### config.mk
export PLATFORM = sky130hd
export DESIGN_NAME = adc_seq_ctrl
export DESIGN_NICKNAME = d
export VERILOG_FILES = /design/src/rtl/adc_seq_ctrl.sv
export SDC_FILE = /design/constraint.sdc
export NUM_CORES = 1
export LEC_CHECK = 0
export ABC_AREA = 1
export BUFFER_PORTS_ARGS = -buffer_cell sky130_fd_sc_hd__buf_2
export CAP_MARGIN = 10
export CORE_ASPECT_RATIO = 1.1
export CORE_MARGIN = 4
export CORE_UTILIZATION = 56
export CTS_BUF_LIST = sky130_fd_sc_hd__clkbuf_16
export CTS_CLUSTER_DIAMETER = 120
export DETAILED_ROUTE_END_ITERATION = 8
export PLACE_DENSITY = 0.86
export RECOVER_POWER = 25
export SLEW_MARGIN = 40
export SYNTH_ARGS = -nofsm -noshare
export SYNTH_HDL_FRONTEND = slang
export SYNTH_SLANG_ARGS = --single-unit
### constraint.sdc
create_clock -name clk -period 4.6 [get_ports clk]
set_input_delay 0 -clock clk [delete_from_list [all_inputs] [get_ports clk]]
set_output_delay 0 -clock clk [all_outputs]
set_load 0.01 [all_outputs]
### src/rtl/adc_seq_ctrl.sv
`timescale 1ns/1ps
module adc_seq_ctrl #(
  parameter int RES_W    = 10,
  parameter int PS_W     = 3,
  parameter int NORM_CYC = 13,
  parameter int INIT_CYC = 25
) (
  input  logic             clk,
  input  logic             rst_n,
  input  logic             reg_wr,
  input  logic [7:0]       reg_wdata,
  output logic [7:0]       reg_rdata,
  input  logic             trig_in,
  input  logic             free_run,
  input  logic             gie,
  input  logic             irq_ack,
  input  logic [RES_W-1:0] conv_result,
  output logic [RES_W-1:0] data_out,
  output logic             irq
);
  localparam int CNT_W = (1 << PS_W) - 1;
  localparam int TC_W  = $clog2(INIT_CYC);
  localparam logic [TC_W-1:0] LAST_INIT = TC_W'(INIT_CYC - 1);
  localparam logic [TC_W-1:0] LAST_NORM = TC_W'(NORM_CYC - 1);

  logic            en, ate, flag, ie, busy, init_pend, trig_q;
  logic [PS_W-1:0] ps;
  logic [CNT_W-1:0] pcnt, mask;
  logic [TC_W-1:0] tcnt;
  logic            tick, wr_dis, sw_go, hw_go, go, last, done, restart;

  assign mask    = (ps < PS_W'(2)) ? CNT_W'(1) : ((CNT_W'(1) << ps) - CNT_W'(1));
  assign tick    = en && ((pcnt & mask) == mask);
  assign wr_dis  = reg_wr && !reg_wdata[7];
  assign sw_go   = reg_wr && reg_wdata[7] && reg_wdata[6];
  assign hw_go   = en && ate && !free_run && trig_in && !trig_q && !wr_dis;
  assign go      = !busy && (sw_go || hw_go);
  assign last    = tcnt == (init_pend ? LAST_INIT : LAST_NORM);
  assign done    = busy && tick && last && !wr_dis;
  assign restart = done && ate && free_run;

  assign reg_rdata = {en, busy, ate, flag, ie, ps};
  assign irq       = flag && ie && gie;

  always_ff @(posedge clk) begin
    if (!rst_n) begin
      en <= 1'b0; ate <= 1'b0; ie <= 1'b0; ps <= '0;
    end else if (reg_wr) begin
      en  <= reg_wdata[7];
      ate <= reg_wdata[5];
      ie  <= reg_wdata[3];
      ps  <= reg_wdata[PS_W-1:0];
    end
  end

  always_ff @(posedge clk) begin
    if (!rst_n || !en) pcnt <= '0;
    else               pcnt <= pcnt + CNT_W'(1);
  end

  always_ff @(posedge clk) begin
    if (!rst_n) trig_q <= 1'b0;
    else        trig_q <= trig_in;
  end

  always_ff @(posedge clk) begin
    if (!rst_n)                      busy <= 1'b0;
    else if (wr_dis)                 busy <= 1'b0;
    else if (go)                     busy <= 1'b1;
    else if (done && !restart)       busy <= 1'b0;
  end

  always_ff @(posedge clk) begin
    if (!rst_n)              tcnt <= '0;
    else if (go || done)     tcnt <= '0;
    else if (busy && tick)   tcnt <= tcnt + TC_W'(1);
  end

  always_ff @(posedge clk) begin
    if (!rst_n)                                init_pend <= 1'b0;
    else if (reg_wr && reg_wdata[7] && !en)    init_pend <= 1'b1;
    else if (done)                             init_pend <= 1'b0;
  end

  always_ff @(posedge clk) begin
    if (!rst_n)                                  flag <= 1'b0;
    else if (done)                               flag <= 1'b1;
    else if ((reg_wr && reg_wdata[4]) || irq_ack) flag <= 1'b0;
  end

  always_ff @(posedge clk) begin
    if (!rst_n)    data_out <= '0;
    else if (done) data_out <= conv_result;
  end

  assert_abort_R4: assert property (@(posedge clk) disable iff (!rst_n)
    wr_dis |=> !busy);
  assert_abort_noflag_R4: assert property (@(posedge clk) disable iff (!rst_n)
    (wr_dis && !flag) |=> !flag);
  assert_start_zero_R3: assert property (@(posedge clk) disable iff (!rst_n)
    (busy && !done && reg_wr && reg_wdata[7] && !reg_wdata[6]) |=> busy);
  assert_len_bound_R2: assert property (@(posedge clk) disable iff (!rst_n)
    busy |-> (tcnt <= (init_pend ? LAST_INIT : LAST_NORM)));
  assert_done_latch_R6: assert property (@(posedge clk) disable iff (!rst_n)
    done |=> (flag && data_out == $past(conv_result)));
  assert_ps_held_R10: assert property (@(posedge clk) disable iff (!rst_n)
    !en |=> (pcnt == '0));
endmodule

==> results of run 1 <==
[registers in the layout, summed over array words and instances (netlist names)]
signal     count
data_out      10
pcnt           7
tcnt           5
ps             3
ate            1
busy           1
en             1
flag           1
ie             1
init_pend      1
trig_q         1
[cells in the mapped netlist]
cell type	n	area, sq um
nand2_1	36	135
dfxtp_1	32	641
inv_1	21	78.8
nor2_1	17	63.8
a21boi_2	11	124
nand3_2	11	110
nand2_2	10	62.6
a21oi_1	9	45.0
o21ai_0	8	40.0
buf_4	5	37.5
nand3_1	5	25.0
ha_1	4	50.1
nand4_1	3	18.8
nor3b_1	3	22.5
a21oi_2	2	17.5
clkbuf_1	2	7.51
nand2_4	2	22.5
nand3b_1	2	15.0
nor3_1	2	10.0
xnor2_1	2	17.5
xor2_1	2	17.5
and3_1	1	6.26
buf_12	1	20.0
buf_6	1	11.3
clkbuf_8	1	13.8
inv_6	1	8.76
nor2_2	1	6.26
nor2_4	1	11.3
o21a_1	1	7.51
[power by group through the flow]
| stage | Combinational [W] | Sequential [W] | Clock (W) |
|---|---|---|---|
| CTS | 0.0000509 | 0.000289 | 0.000305 |
| global route | 0.0000562 | 0.000290 | 0.000325 |
| floorplan | 0.0000243 | 0.000294 | 0 |
| global placement | 0.0000419 | 0.000294 | 0 |
| finish | 0.0000505 | 0.000290 | 0.000301 |
| detailed placement | 0.0000425 | 0.000295 | 0 |
[final cells by class]
class / instances / area share
tap: 33 / 0.0200
inverter: 22 / 0.0425
sequential: 32 / 0.311
multi-input combinational: 133 / 0.402
timing repair buffer: 55 / 0.158
clock inverter: 3 / 0.00546
clock buffer: 5 / 0.0607
[critical path, stage by stage (launching register included)]
cell and delay [ns]:
dfxtp_1 0.35, inv_1 0.13, nand2_1 0.07, ha_1 0.17, nand2_1 0.06, nand3b_1 0.09, nor2_2 0.17, nand2_4 0.13
inv_6 0.16, nand2_4 0.16, nand3_1 0.21, nor2_1 0.07
[metal layers]
metal  up-vias  wire, um  global-route usage
met5         -         0                   0
met4         0        91              0.0886
met3        10       187              0.0558
met2        37      1940               0.365
met1       676      1620               0.262
li1        732         -                   -
[cells in the final DEF (no fill, tap or decap)]
cell type / n
nand2_1: 36
buf_2: 36
dfxtp_1: 32
inv_1: 23
nor2_1: 17
dlygate4sd3_1: 12
nand3_2: 11
a21boi_2: 11
nand2_2: 10
a21oi_1: 9
o21ai_0: 8
clkbuf_1: 7
nand3_1: 5
clkbuf_16: 5
ha_1: 4
nor3b_1: 3
nand4_1: 3
a21oi_2: 2
nand3b_1: 2
nand2_4: 2
nor3_1: 2
xor2_1: 2
xnor2_1: 2
and3_1: 1
nor2_2: 1
inv_6: 1
nor2_4: 1
o21a_1: 1
clkinv_1: 1
[stage by stage]
stage | hold slack (ns) | area [sq um] | worst slack, ns
after detailed placement | 0.207 | 1810 | 2.77
after floorplan | 0.0935 | 1650 | 3.04
final | 0.0102 | 2060 | 2.70
after CTS | 0.00421 | 2070 | 2.72
after global routing | 0.0146 | 2060 | 2.53
after global placement | 0.197 | 1810 | 2.85
[kinds of logic (layout without fill, tap and decap cells)]
logic type / Yosys count / in the layout / synth area share
simple gates: 94 / 94 / 0.309
flops: 32 / 32 / 0.389
buf+inv: 32 / 85 / 0.108
compound gates: 31 / 31 / 0.142
fa+ha+maj: 4 / 4 / 0.0304
xor+xnor: 4 / 4 / 0.0213
[repair_timing]
item                      CTS  global route
gates resized for setup     0             0
setup buffers               0             0
hold buffers               12             0
hold endpoints to repair   12             0
[worst min path at each step]
stage / start / end / slack [ns] / cells past startpoint
4_1_cts: conv_result[4] / data_out[4] / 0.004 / 3
3_5_place_dp: trig_in / trig_q / 0.21 / 3
6_report: conv_result[2] / data_out[2] / 0.01 / 3
5_1_grt: conv_result[2] / data_out[2] / 0.01 / 3
2_1_floorplan: trig_in / trig_q / 0.09 / 2
3_3_place_gp: trig_in / trig_q / 0.20 / 3
==> flow_summary.toml, run 1 <==
[sta]
fin_tns_setup_ns = 0
setup_viol = 0
fin_crit_ns = 1.90
worst_pin_slew_ns = 0.449
final.period_utilization = 0.413
finClkSkew_ns = 0.00416
fmax_mhz = 527
rsz0062_at_grt = "false"
hold_violations = 0
max_slew_margin = 0.700
slew_viol_final = 0

[logic_synthesis]
synth_nets = 226
postSynthAreaPerCell_sq_um = 8.36
synth_seq_cells = 32
synthCells = 197
ys_seq_area_frac = 0.389
synth_cell_types = 29
netlist_area_sq_um = 1650
ys_warn_count = 0

[power]
clockPowerShare = 0.469
p_comb_frac = 0.079
ir_drop_mv = 0.276
pwr_density_cell_nw_per_um2 = 311
power_frac_seq = 0.452
total_power_w = 0.000641
p_int_w = 0.000503
p_sw_w = 0.000139
swShare = 0.216
leakage_nw = 0.856

[final_layout]
nFillCells = 211
drive_gt1_frac = 0.320
regArea_sq_um = 641
multi_input_area_sq_um = 828
fin_cells = 283
post-route-util = 0.735
fin_nets = 278
diodes = 0
area_delta_synth_final_pct = 25.2

[place]
numPortBuffers = 43
dp_hpwl_um = 2620
dpl.cell_count = 263
gp_congestion = 0.846

[die]
start_util = 0.587
die_w_um = 59.7
core_sq_um = 2800
boundaryPins = 44
dieArea_sq_um = 3870
die_y_um = 64.9
num_rows = 20

[global_route]
grt_pass1_wl_um = 6440
grt_usage = 0.219
grt_overflow = 0
grt_max_degree = 23
antenna_found_initial = 0
first_global_vias = 1461

[drt]
drt_iter0_markers = 62
vias = 1455
vias_per_cell = 5.14
post_drt_wl_per_cell_um = 13.6
drc_errors = 0
postRouteAntennaNets = 0
wl_um = 3840
drt_pass1_iterations = 7

[setup_path]
reg2reg_to = "tcnt[0]"
cp_max_fo = 14
worstPathRequired_ns = 4.76
ff2ff_setup_slack_ns = 2.70
cp-end-kind = "flop"
rr_worst_depth = 11
path_class = "flop to flop"
endpoint = "tcnt[0]"
cp-startpoint = "ps[1]"
setup.worst_path.start_class = "flop"
reg2reg_from = "ps[1]"
critPathArrivalTime_ns = 2.06

[clock_network]
clock_latency_ns = 0.27
clk_path_buf_depth = 2
cts_tree = "built"
cts-buffers-inserted = 5
cts_root_buf = "clkbuf_16"
clock_sinks = 32
htree_levels = 2
clk_pin_slew_ns = 0.05

[flow_run]
cap_violations = 0

[outcome]
status = "complete, no violations"

[hold_path]
min_path_type = "primary input to flop"
No activity file was read; power rests on OpenSTA's default activity.
==> run 2, diff against run 1 <==
Settings changed: CORE_UTILIZATION 56 to 52, PLACE_DENSITY 0.86 to 0.81.
Clock period 4.6 ns to 2 ns, I/O delays scaled along.
==> flow_summary.toml, run 2 (synthesis gave the netlist of run 1 again) <==
[clock_network]
clock_latency_ns = 0.27
cts_tree = "built"
clk_path_buf_depth = 2
cts_root_buf = "clkbuf_16"
htree_levels = 2
clk_pin_slew_ns = 0.05
clock_sinks = 32
postCtsSetupBuffers = 0
cts-buffers-inserted = 5

[sta]
hold_violations = 0
max_slew_margin = 0.761
final.period_utilization = 0.887
finClkSkew_ns = 0.00302
fin_tns_setup_ns = 0
setup_viol = 0
worst_pin_slew_ns = 0.359
rsz0062_at_grt = "false"
slew_viol_final = 0
fmax_mhz = 564
fin_crit_ns = 1.77

[final_layout]
fin_nets = 281
final_cell_mix = "37 x buf_2, 36 x nand2_1, 32 x dfxtp_1"
regMostFlops = "data_out"
mostFrequentLayoutCell = "buf_2"
fin_area_sq_um = 2100
largest_reg_flops = 10
drive_gt1_frac = 0.328
fin_cells = 287
largest_registers = "data_out: 10 flops, pcnt: 7 flops, tcnt: 5 flops"
nFillCells = 241
diodes = 0
area_delta_synth_final_pct = 27.3

[power]
leakage_nw = 0.877
ir_drop_mv = 0.658
total_power_w = 0.00148
pwr_density_cell_nw_per_um2 = 706

[setup_path]
rr_worst_depth = 11
critPathArrivalTime_ns = 1.94
worstPathRequired_ns = 2.16
cp-end-kind = "flop"
setup.worst_path.start_class = "flop"
path_class = "flop to flop"
reg2reg_to = "tcnt[0]"
ff2ff_setup_slack_ns = 0.23
cp_max_fo = 14
reg2reg_from = "ps[1]"

[flow_run]
cap_violations = 0

[place]
gp_congestion = 0.759
place_area_sq_um = 1820
numPortBuffers = 43
dpl.cell_count = 265
dp_hpwl_um = 2440

[drt]
drc_errors = 0
postRouteAntennaNets = 0
drt_iter0_markers = 47
post_drt_wl_per_cell_um = 12.6
vias_per_cell = 5.01
vias = 1438
wl_um = 3620
drt_pass1_iterations = 4

[die]
dieArea_sq_um = 4130
die_y_um = 67.0
boundaryPins = 44
core_sq_um = 3050
die_w_um = 61.7
start_util = 0.540
num_rows = 21

[global_route]
grt_max_degree = 23
first_global_vias = 1385
antenna_found_initial = 0
grt_overflow = 0
grt_pass1_wl_um = 5850
grt_usage = 0.193

[hold_path]
hp-start = "irq_ack"
holdPathEnd = "flag"
hold_depth = 3
min_path_type = "primary input to flop"

[outcome]
status = "complete, no violations"
run 2: cell types whose count changed in the layout (fill, tap and decap cells not counted), sizes merged:
cell,change
buf,+2
clkbuf,-1
dlygate4sd3,+2
run 2: worst max-delay path by stage:
stage / start / endpoint / slack [ns]
2_1_floorplan: ps[1] / data_out[0] / 0.44
3_3_place_gp: ps[2] / tcnt[0] / 0.24
3_5_place_dp: ps[1] / tcnt[0] / 0.16
4_1_cts: ps[1] / tcnt[0] / 0.15
5_1_grt: ps[1] / tcnt[0] / 0.06
6_report: ps[1] / tcnt[0] / 0.23
run 2: power by group:
part           internal (W)  total, W  switching [W]
clock network      0.000446  0.000695       0.000249
logic             0.0000616  0.000119      0.0000570
registers          0.000652  0.000666      0.0000132
total               0.00116   0.00148       0.000319
run 2: layout make-up:
cell class / instances / area (sq um) / share of cell area
sequential: 32 / 641 / 0.306
clock buffer: 5 / 125 / 0.0597
multi-input combinational: 133 / 833 / 0.398
clock inverter: 3 / 11.3 / 0.00537
inverter: 22 / 87.6 / 0.0418
tap: 34 / 42.5 / 0.0203
timing repair buffer: 58 / 355 / 0.170
run 2: metal layers:
| metal | share of wire | GRT usage | wire length (um) |
|---|---|---|---|
| met1 | 0.39 | 0.200 | 1420 |
| met2 | 0.53 | 0.340 | 1920 |
| met3 | 0.051 | 0.0640 | 186 |
| met4 | 0.025 | 0.0875 | 92 |
| met5 | 0 | 0 | 0 |
run 2: repair_timing:
action / CTS / global route
resized for setup: 0 / 1
hold buffers: 14 / 0
setup endpoints to repair: 0 / 5
endpoints found under the hold margin: 14 / 0
run 2: metrics by stage:
step	worst slack [ns]	hold WS [ns]	util
2_1_floorplan	0.437	0.0935	-
3_5_place_dp	0.163	0.202	0.598
4_1_cts	0.150	0.0115	0.688
3_3_place_gp	0.244	0.191	0.598
5_1_grt	0.0555	0.0247	0.688
6_report	0.226	0.00851	0.688
run 2: critical path, stage by stage (launching register included):
cell	delay, ns
dfxtp_1	0.35
inv_1	0.11
nand2_1	0.07
ha_1	0.18
nand2_1	0.07
nand3b_1	0.08
nor2_2	0.16
nand2_4	0.11
inv_6	0.16
nand2_4	0.17
nand3_2	0.14
nor2_1	0.06
==> run 3, diff against run 2 <==
==> constraint.sdc (replaced) <==
create_clock -name clk -period 2 [get_ports clk]
set_input_delay 0.4 -clock clk [delete_from_list [all_inputs] [get_ports clk]]
set_output_delay 0.4 -clock clk [all_outputs]
set_load 0.01 [all_outputs]
==> flow_summary.toml, run 3 (synthesis gave the netlist of run 1 again) <==
[clock_network]
htree_levels = 2
clock_sinks = 32
cts_tree = "built"
clk_path_buf_depth = 2
cts-buffers-inserted = 5
cts_root_buf = "clkbuf_16"
postCtsSetupBuffers = 0
clk_pin_slew_ns = 0.05
clock_latency_ns = 0.27

[hold_path]
hold_depth = 3
hp-start = "trig_in"
holdPathEnd = "trig_q"
min_path_type = "primary input to flop"

[setup_path]
rr_worst_depth = 11
reg2reg_to = "tcnt[0]"
ff2ff_setup_slack_ns = 0.24
path_class = "flop to flop"
cp_num_cells = 11
critPathArrivalTime_ns = 1.93
slowest_delay_ns = 0.34
slowest_stage = "dfxtp_1"
cp_max_fo = 14
cp-end-kind = "flop"
crit_chain = "inv_1, nand2_1, ha_1, nand2_1, nand3b_1, nor2_2, nand2_4, inv_6, nand2_4, nand3_2, nor2_1"
worstPathRequired_ns = 2.16
crit_buf_inv = 2
setup.worst_path.start_class = "flop"
crit_family = "simple AND/OR/NAND/NOR gates"
reg2reg_from = "ps[1]"

[final_layout]
drive_gt1_frac = 0.367
fin_nets = 268
mostFrequentLayoutCell = "buf_2"
post-route-util = 0.645
largest_registers = "data_out: 10 flops, pcnt: 7 flops, tcnt: 5 flops"
regMostFlops = "data_out"
largest_reg_flops = 10
nFillCells = 270
diodes = 0
area_delta_synth_final_pct = 19.4
final_cell_mix = "42 x buf_2, 36 x nand2_1, 32 x dfxtp_1"

[power]
ir_drop_mv = 0.832
leakage_nw = 0.842
pwr_density_cell_nw_per_um2 = 742

[global_route]
grt_max_degree = 15
grt_usage = 0.166
antenna_found_initial = 0
grt_overflow = 0
first_global_vias = 1185
grt_pass1_wl_um = 4990

[sta]
worst_pin_slew_ns = 0.499
fin_tns_setup_ns = 0
hold_violations = 0
fin_crit_ns = 1.76
final.period_utilization = 0.880
slew_viol_final = 0
rsz0062_at_grt = "false"
setup_viol = 0
finClkSkew_ns = 0.00232
max_slew_margin = 0.667
fmax_mhz = 568

[drt]
post_drt_wl_per_cell_um = 11.6
vias = 1372
drt_iter0_markers = 60
wl_um = 3180
drt_pass1_iterations = 4
vias_per_cell = 5.01
drc_errors = 0
postRouteAntennaNets = 0

[die]
start_util = 0.540
core_sq_um = 3050
num_rows = 21
boundaryPins = 44
die_y_um = 67.0
die_w_um = 61.7
dieArea_sq_um = 4130

[place]
dp_hpwl_um = 2410
gp_congestion = 0.756
numPortBuffers = 43

[flow_run]
cap_violations = 0

[outcome]
status = "complete, no violations"
-- run 3: layout make-up --
cell class / instances / area, sq um / share of cell area
clock inverter: 3 / 11.3 / 0.00573
sequential: 32 / 641 / 0.326
timing repair buffer: 45 / 225 / 0.115
multi-input combinational: 133 / 833 / 0.424
clock buffer: 5 / 125 / 0.0637
inverter: 22 / 87.6 / 0.0446
tap: 34 / 42.5 / 0.0216
-- run 3: routing by layer --
| metal | vias to the layer above | global-route usage | routed length (um) |
|---|---|---|---|
| met5 | - | 0 | 0 |
| met4 | 0 | 0.0557 | 46 |
| met3 | 6 | 0.0756 | 218 |
| met2 | 37 | 0.270 | 1570 |
| met1 | 619 | 0.188 | 1340 |
| li1 | 710 | - | - |
-- run 3: worst max path at each step --
stage             endpoint   from
3_5_place_dp       tcnt[0]  ps[1]
6_report           tcnt[0]  ps[1]
2_1_floorplan  data_out[0]  ps[1]
5_1_grt            tcnt[0]  ps[2]
3_3_place_gp       tcnt[0]  ps[2]
4_1_cts            tcnt[0]  ps[1]
-- run 3: through the flow --
step                hold WS, ns  total power [W]  std cells  cell area, sq um  setup slack (ns)
detailed placement        0.456         0.000776        266              1830             0.186
global route              0.350          0.00151        274              1970            0.0812
finish                    0.316          0.00146        274              1970             0.240
floorplan                 0.430         0.000733        197              1650             0.437
CTS                       0.311          0.00147        274              1970             0.173
global placement          0.451         0.000774        266              1830             0.243
-- run 3: power by group --
part	switching, W	leakage, nW	internal (W)
Clock	0.000250	0.0738	0.000446
Combinational	0.0000533	0.508	0.0000442
Sequential	0.0000126	0.260	0.000652
Total	0.000315	0.842	0.00114
-- run 3: tightest hold or removal path: stages --
cell and delay (ns):
buf_2 0.08, nand2_1 0.04, inv_1 0.04
-- run 3: timing repair --
action	CTS	global route
hold buffers	0	0
gates resized for setup	0	1
setup endpoints to repair	0	1
